==> src/rtl/pcs_pkg.sv <==
// Shared types for the byte-lane steering decoder.
package pcs_pkg;
    // Access width chosen by the two card enables.
    typedef enum logic [1:0] {
        MD_IDLE = 2'd0,
        MD_BYTE = 2'd1,
        MD_ODD  = 2'd2,
        MD_WORD = 2'd3
    } pcs_mode_e;
endpackage

==> src/rtl/pcs_mode_decode.sv <==
// Classifies the access from the card enables and the strobe pair.
// Assumes all inputs are already synchronous to the block clock.
module pcs_mode_decode
    import pcs_pkg::*;
(
    input  logic      ce_lo_n,
    input  logic      ce_hi_n,
    input  logic      oe_n,
    input  logic      we_n,
    output pcs_mode_e mode,
    output logic      rd,
    output logic      wr,
    output logic      illegal
);
    // Width selection from the enable pair.
    always_comb begin
        unique case ({ce_hi_n, ce_lo_n})
            2'b10:   mode = MD_BYTE;
            2'b01:   mode = MD_ODD;
            2'b00:   mode = MD_WORD;
            default: mode = MD_IDLE;
        endcase
    end

    // Strobe classification; both low is rejected.
    always_comb begin
        rd      = !oe_n && we_n;
        wr      = oe_n && !we_n;
        illegal = !oe_n && !we_n;
    end
endmodule

==> src/rtl/pcs_select_decode.sv <==
// Produces active-high device and attribute selects for one access.
// Assumes the pair address is in range of NPAIR.
module pcs_select_decode
    import pcs_pkg::*;
#(
    parameter int NPAIR  = 8,
    localparam int PW    = $clog2(NPAIR),
    localparam int NDEV  = 2 * NPAIR
) (
    input  pcs_mode_e         mode,
    input  logic              a0,
    input  logic [PW-1:0]     pair_adr,
    input  logic              space_n,
    output logic [NDEV-1:0]   dev_sel,
    output logic              attr_sel
);
    logic array_acc;
    logic want_even;
    logic want_odd;

    // Which half of the addressed pair the mode requests.
    always_comb begin
        array_acc = (mode != MD_IDLE) && space_n;
        want_even = (mode == MD_WORD) || ((mode == MD_BYTE) && !a0);
        want_odd  = (mode == MD_WORD) || (mode == MD_ODD) || ((mode == MD_BYTE) && a0);
        attr_sel  = (mode != MD_IDLE) && !space_n;
    end

    // One even/odd select pair per device pair.
    for (genvar p = 0; p < NPAIR; p++) begin : g_pair
        logic hit;
        assign hit            = array_acc && (pair_adr == PW'(p));
        assign dev_sel[2*p]   = hit && want_even;
        assign dev_sel[2*p+1] = hit && want_odd;
    end
endmodule

==> src/rtl/pcs_lane_ctrl.sv <==
// Drives the transceiver enables, direction and odd-to-low swap.
// Assumes the mode and strobe classification from pcs_mode_decode.
module pcs_lane_ctrl
    import pcs_pkg::*;
(
    input  pcs_mode_e mode,
    input  logic      a0,
    input  logic      space_n,
    input  logic      rd,
    input  logic      wr,
    output logic      lo_en,
    output logic      hi_en,
    output logic      swap,
    output logic      to_host
);
    logic active;

    // Lane steering; attribute space carries only the even low byte.
    always_comb begin
        active  = (mode != MD_IDLE) && (rd || wr);
        to_host = active && rd;
        if (space_n) begin
            lo_en = active && ((mode == MD_BYTE) || (mode == MD_WORD));
            hi_en = active && ((mode == MD_ODD) || (mode == MD_WORD));
            swap  = active && (mode == MD_BYTE) && a0;
        end else begin
            lo_en = active && (((mode == MD_BYTE) && !a0) || (mode == MD_WORD));
            hi_en = 1'b0;
            swap  = 1'b0;
        end
    end
endmodule

==> src/rtl/pcs_lane_steer.sv <==
// Top of the byte-lane steering decoder: decodes the host access and
// registers every control output once per clock.
// Assumes host signals are synchronised to clk upstream.
module pcs_lane_steer
    import pcs_pkg::*;
#(
    parameter int NPAIR  = 8,
    localparam int PW    = $clog2(NPAIR),
    localparam int NDEV  = 2 * NPAIR
) (
    input  logic            clk,
    input  logic            rst_n,
    input  logic            ce_lo_n,
    input  logic            ce_hi_n,
    input  logic            a0,
    input  logic [PW-1:0]   pair_adr,
    input  logic            oe_n,
    input  logic            we_n,
    input  logic            space_n,
    input  logic            wp_sw,
    output logic [NDEV-1:0] dev_cs_n,
    output logic            attr_cs_n,
    output logic            dev_we_n,
    output logic            lo_lane_en,
    output logic            hi_lane_en,
    output logic            to_host,
    output logic            odd_swap,
    output logic            wp_stat,
    output logic [1:0]      cd_n,
    output logic [1:0]      bvd
);
    pcs_mode_e       mode;
    logic            rd, wr, illegal;
    logic [NDEV-1:0] dev_sel;
    logic            attr_sel;
    logic            lo_nx, hi_nx, swap_nx, dir_nx, strobe_nx;

    pcs_mode_decode u_mode (
        .ce_lo_n (ce_lo_n),
        .ce_hi_n (ce_hi_n),
        .oe_n    (oe_n),
        .we_n    (we_n),
        .mode    (mode),
        .rd      (rd),
        .wr      (wr),
        .illegal (illegal)
    );

    pcs_select_decode #(.NPAIR(NPAIR)) u_sel (
        .mode     (mode),
        .a0       (a0),
        .pair_adr (pair_adr),
        .space_n  (space_n),
        .dev_sel  (dev_sel),
        .attr_sel (attr_sel)
    );

    pcs_lane_ctrl u_lane (
        .mode    (mode),
        .a0      (a0),
        .space_n (space_n),
        .rd      (rd),
        .wr      (wr),
        .lo_en   (lo_nx),
        .hi_en   (hi_nx),
        .swap    (swap_nx),
        .to_host (dir_nx)
    );

    // Write strobe gated by the switch and by the illegal strobe pair.
    always_comb strobe_nx = (mode != MD_IDLE) && wr && !illegal && !wp_sw;

    // Output register stage with synchronous reset to the inactive state.
    always_ff @(posedge clk) begin
        if (!rst_n) begin
            dev_cs_n   <= '1;
            attr_cs_n  <= 1'b1;
            dev_we_n   <= 1'b1;
            lo_lane_en <= 1'b0;
            hi_lane_en <= 1'b0;
            to_host    <= 1'b0;
            odd_swap   <= 1'b0;
            wp_stat    <= 1'b0;
        end else begin
            dev_cs_n   <= ~dev_sel;
            attr_cs_n  <= ~attr_sel;
            dev_we_n   <= ~strobe_nx;
            lo_lane_en <= lo_nx;
            hi_lane_en <= hi_nx;
            to_host    <= dir_nx;
            odd_swap   <= swap_nx;
            wp_stat    <= wp_sw;
        end
    end

    // Card status pins: always seated, no battery.
    assign cd_n = 2'b00;
    assign bvd  = 2'b11;
endmodule

==> config.mk <==
export PLATFORM = sky130hd
export DESIGN_NAME = pcs_lane_steer
export DESIGN_NICKNAME = d
export VERILOG_FILES = /design/src/rtl/pcs_pkg.sv /design/src/rtl/pcs_mode_decode.sv /design/src/rtl/pcs_select_decode.sv /design/src/rtl/pcs_lane_ctrl.sv /design/src/rtl/pcs_lane_steer.sv
export SDC_FILE = /design/constraint.sdc
export NUM_CORES = 1
export LEC_CHECK = 0
export BUFFER_PORTS_ARGS = -buffer_cell sky130_fd_sc_hd__buf_2
export CORE_MARGIN = 2
export CORE_UTILIZATION = 46
export CTS_CLUSTER_DIAMETER = 60
export DETAILED_ROUTE_END_ITERATION = 8
export PLACE_DENSITY_LB_ADDON = 0.1
export SYNTH_ARGS = -nofsm -noshare
export SYNTH_HDL_FRONTEND = slang
export SYNTH_SLANG_ARGS = --single-unit
==> constraint.sdc <==
create_clock -name clk -period 1.3 [get_ports clk]
set_input_delay 0 -clock clk [delete_from_list [all_inputs] [get_ports clk]]
set_output_delay 0 -clock clk [all_outputs]
set_load 0.1 [all_outputs]
Word-level counts from Yosys, hierarchy flattened
Cells that the tools add are included.

Bitwise operators: 3. Muxes and demuxes: 2. Equality and inequality tests: 12. Reductions and logical operators: 56.

Operators with widths (count): 1-bit logical AND (41); 16-bit inverter (1); 3-bit equality test, second input constant (4); 2-bit equality test, second input constant (3); 3-bit by 2-bit equality test with 1-bit output, second input constant (2); 1-bit zero test (6); 2-bit one-hot mux with 3 select lines (1); 1-bit logical OR (5); 2-bit by 1-bit equality test with 1-bit output, second input constant (2); 3-bit by 1-bit equality test with 1-bit output, second input constant (1); 3-bit zero test (1); 2-bit zero test (1); 1-bit inverter (2); 2-bit AND reduction (1); 2-bit nonzero test (1); 1-bit 2-to-1 mux (1).

Register bits after elaboration: 23. Logic and storage cells: 81.

Longest topological paths before layout
Depth after elaboration: 7. Depth in mapped cells: 4.

By module
A second synthesis with hierarchy kept.

Cell total of the unflattened synthesis: 100. Area, all modules: 893.4 sq um.

Modules (own cells, without submodules): pcs_lane_steer (cells each 55, sequential area each 460.4 sq um, instances 1, area an instance 618.1 sq um); pcs_select_decode (cells each 31, sequential area each 0.0 sq um, instances 1, area an instance 202.7 sq um); pcs_lane_ctrl (cells each 9, sequential area each 0.0 sq um, instances 1, area an instance 46.3 sq um); pcs_mode_decode (cells each 5, sequential area each 0.0 sq um, instances 1, area an instance 26.3 sq um).

Worst setup path after synthesis
No wires, ideal clock.

Path kind: reg-to-output. Start: reg attr_cs_n. End: out attr_cs_n. Stages on the path, launching flop included: 1. Data arrival time: 0.909 ns. Slack: 0.391 ns. Required time: 1.300 ns. Cell sequence: dfxtp_1.

RTL lines: start, declared (line pcs_lane_steer.sv:22) `output logic attr_cs_n,`; start signal, assigned (line pcs_lane_steer.sv:86) `attr_cs_n <= ~attr_sel;`.

No word-level cell between the ends.

Worst setup path after layout
Start: in rst_n. End: reg odd_swap.

Word-level cells in the longest chain between the ends: 1.

RTL lines: start, declared (line pcs_lane_steer.sv:12) `input logic rst_n,`; 2-bit AND reduction (no line); end signal, assigned (line pcs_lane_steer.sv:91) `odd_swap <= swap_nx;`; end, declared (line pcs_lane_steer.sv:27) `output logic odd_swap,`.

No other way between the ends. A chain may end at the register's enable or synchronous reset.

==> impl_metrics.env <==
export IMPL_power_switching_share_pct=30.9
export IMPL_layout_cells_non_filler=132
export IMPL_setup_worst_path_start="rst_n"
export IMPL_worstPathRequired_ns=1.54
export IMPL_grt_pass1_vias=533
export IMPL_antenna_diode_count=0
export IMPL_setup_worst_path_end_class="register"
export IMPL_die_width_um=45.8
export IMPL_utilization_pct=63.0
export IMPL_synthesis_instances=73
export IMPL_area_delta_synth_final_pct=32.6
export IMPL_setup_viol=0
export IMPL_io_pin_count=39
export IMPL_fp_row_count=15
export IMPL_antenna_found_initial=0
export IMPL_min_period_over_period_pct=95.1
export IMPL_hold_path_class="input pin to register"
export IMPL_synth_compound_gate_area_share_pct=11.1
export IMPL_power_net_switching_mw=0.396
export IMPL_routability_congestion_estimate=0.704
export IMPL_drv_slew=0
export IMPL_setup_slack_ns=0.0637
export IMPL_detail_route_first_pass_iterations=2
export IMPL_power_sequential_fraction_pct=56.1
export IMPL_critical_path_class="input pin to register"
export IMPL_report_final_hold_viol_count=0
export IMPL_slew_headroom_pct=62.8
export IMPL_hold_path_startpoint="a0"
export IMPL_antenna_left=0
export IMPL_grt_max_degree=14
export IMPL_status="finished, final reports clean"
export IMPL_totalPowerFinal_mw=1.28
export IMPL_synth_adder_area_share_pct=4.67
export IMPL_cts_tree="done"
export IMPL_numPlacedInstances=119
export IMPL_power_density_nw_per_um2=1200
export IMPL_synth_avg_cell_area_sq_um=11.0
export IMPL_die_y_um=45.8
export IMPL_clock_fmax_mhz=809
export IMPL_yosysWarningCount=0
export IMPL_grt_remaining_overflow=0
export IMPL_h_tree_depth=1
export IMPL_initialDrtViolationCount=6
export IMPL_comb_power_share_pct=20.3
export IMPL_synth_seq_area_share_pct=57.3
export IMPL_start_util_pct=47.6
export IMPL_finalWorstPathRequiredPeriod_ns=1.24
export IMPL_port_buffer_count=34
export IMPL_cts_buffer_depth=2
export IMPL_post_route_cells_drive_above_1_share_pct=36.5
export IMPL_netlist_area_sq_um=803
export IMPL_totalWireLength_um=1450
export IMPL_worst_ep_arrival_time_ns=1.48
export IMPL_synthMuxAreaShare_pct=0
export IMPL_synth_simple_area_share_pct=17.0
export IMPL_setup_worst_path_start_class="input pin"
export IMPL_vdd_ir_drop_worst_mv=0.535
export IMPL_synth_top_family_by_area="simple AND/OR/NAND/NOR gates"
export IMPL_ys_types=23
export IMPL_detailed_placement_wirelength_estimate_um=1090
export IMPL_fp_dieArea_sq_um=2100
export IMPL_viasPerCell=4.90
export IMPL_dp_slack_ns=0.417
export IMPL_drc=0
export IMPL_num_nets_final=131
export IMPL_final_setup_tns_ns=0
export IMPL_tritoncts_num_sinks=23
export IMPL_detailroute_via_count=647
export IMPL_p_int_mw=0.886
export IMPL_synth_seq_cells=23
export IMPL_wire_per_inst_um=11.0
export IMPL_design_core_area_sq_um=1690
export IMPL_p_clk_share_pct=23.6
export IMPL_worstPathMaxFanout=8
export IMPL_synth_xor_area_share_pct=0
export IMPL_leakage_nw=0.466
export IMPL_groute_usage_overall_pct=15.0
export IMPL_grt_first_pass_wirelength_um=2260
export IMPL_grt_setup_unrepaired="false"
export IMPL_cts_root_buf="clkbuf_4"
export IMPL_cts_made_buffers=3
export IMPL_cts_repair_timing_setup_buffer_count=0
export IMPL_clk_transition_reported_paths_ns=0.12
export IMPL_cap_violations=0
export IMPL_worstMarginPinSlew_ns=0.556
==> synth_stat cells, drive strengths merged <==
cell type | instances | share of area (%)
dfxtp | 23 | 57
buf | 7 | 7.2
nand3 | 7 | 4.4
o211ai | 6 | 5.6
inv | 4 | 1.9
ha | 3 | 4.7
nand4 | 3 | 2.3
nor2 | 3 | 1.4
nor2b | 3 | 2.3
conb | 2 | 0.93
nand2 | 2 | 0.93
o2111ai | 2 | 3.0
a21oi | 1 | 1.1
and2 | 1 | 0.93
and3 | 1 | 0.78
and3b | 1 | 1.1
and4 | 1 | 1.2
nand3b | 1 | 0.93
nor3 | 1 | 0.62
o2111a | 1 | 1.4
==> flip-flops by register name, indices dropped and copies added, names as in the netlist <==
name        flops
attr_cs_n       1
dev_cs_n       16
hi_lane_en      1
wp_stat         1
lo_lane_en      1
odd_swap        1
dev_we_n        1
to_host         1
==> critical path: stages <==
cell and delay [ns]:
dlygate4sd3_1 0.52, clkbuf_4 0.17, nand3_1 0.10, nor3_1 0.12
dlygate4sd3_1 0.57
==> area by class of cell <==
type	instances	area, sq um
inverter	4	15.0
clock buffer	3	22.5
clock inverter	1	5.00
tap	17	21.3
timing repair buffer	43	263
sequential	23	460
multi-input combinational	41	278
fill	151	624
==> repair_timing <==
| action | CTS | global route |
|---|---|---|
| hold endpoints to repair | 9 | 0 |
| setup endpoints to repair | 0 | 1 |
| hold buffers | 9 | 0 |
| resized for setup | 0 | 1 |
==> logic make-up (layout without fill, tap and decap cells) <==
group / after synthesis / count (layout)
compound gates: 10 / 10
simple gates: 24 / 24
other cells: 2 / 4
fa+ha+maj: 3 / 3
buf+inv: 11 / 51
flops: 23 / 23
==> layout by cell type (no fill, tap or decap), drive strengths merged <==
| cell type | netlist | routed |
|---|---|---|
| clkbuf | 0 | 4 |
| o2111ai | 2 | 2 |
| and2 | 1 | 1 |
| and3 | 1 | 1 |
| o211ai | 6 | 6 |
| clkinv | 0 | 1 |
| dfxtp | 23 | 23 |
| and3b | 1 | 1 |
| nor3 | 1 | 1 |
| nor2 | 3 | 3 |
| a21oi | 1 | 1 |
| nand3b | 1 | 1 |
| and4 | 1 | 1 |
| nand4 | 3 | 3 |
| nand2 | 2 | 2 |
| dlygate4sd3 | 0 | 9 |
| ha | 3 | 3 |
| inv | 4 | 4 |
| nand3 | 7 | 7 |
| buf | 7 | 33 |
| conb | 2 | 4 |
| o2111a | 1 | 1 |
| nor2b | 3 | 3 |
==> worst paths after layout <==
| kind | endpoint | slack, ns | cells after the start |
|---|---|---|---|
| setup / recovery | odd_swap$_SDFF_PN0_ | 0.06 | 5 |
| hold / removal | dev_cs_n[8]$_SDFF_PN1_ | 0.02 | 3 |
==> power groups by stage <==
stage | Clock (mW) | Combinational (mW) | Sequential, mW
finish | 0.302 | 0.260 | 0.720
global route | 0.355 | 0.274 | 0.722
CTS | 0.318 | 0.260 | 0.720
detailed placement | 0 | 0.242 | 0.736
global placement | 0 | 0.238 | 0.736
floorplan | 0 | 0.108 | 0.831
==> routing by layer <==
layer  global-route usage (%)  share of wire, %
met3                     3.57               4.8
met4                     4.57               1.0
met1                     21.0                47
met2                     22.8                47
met5                        0                 0
==> per-stage QoR <==
stage,instance area [sq um],hold WS [ns]
final,1060,0.0202
after global placement,945,0.224
after detailed placement,945,0.233
after floorplan,811,0.0668
after CTS,1060,0.0155
after global routing,1060,0.0166
No activity file was read; power rests on OpenSTA's default activity.
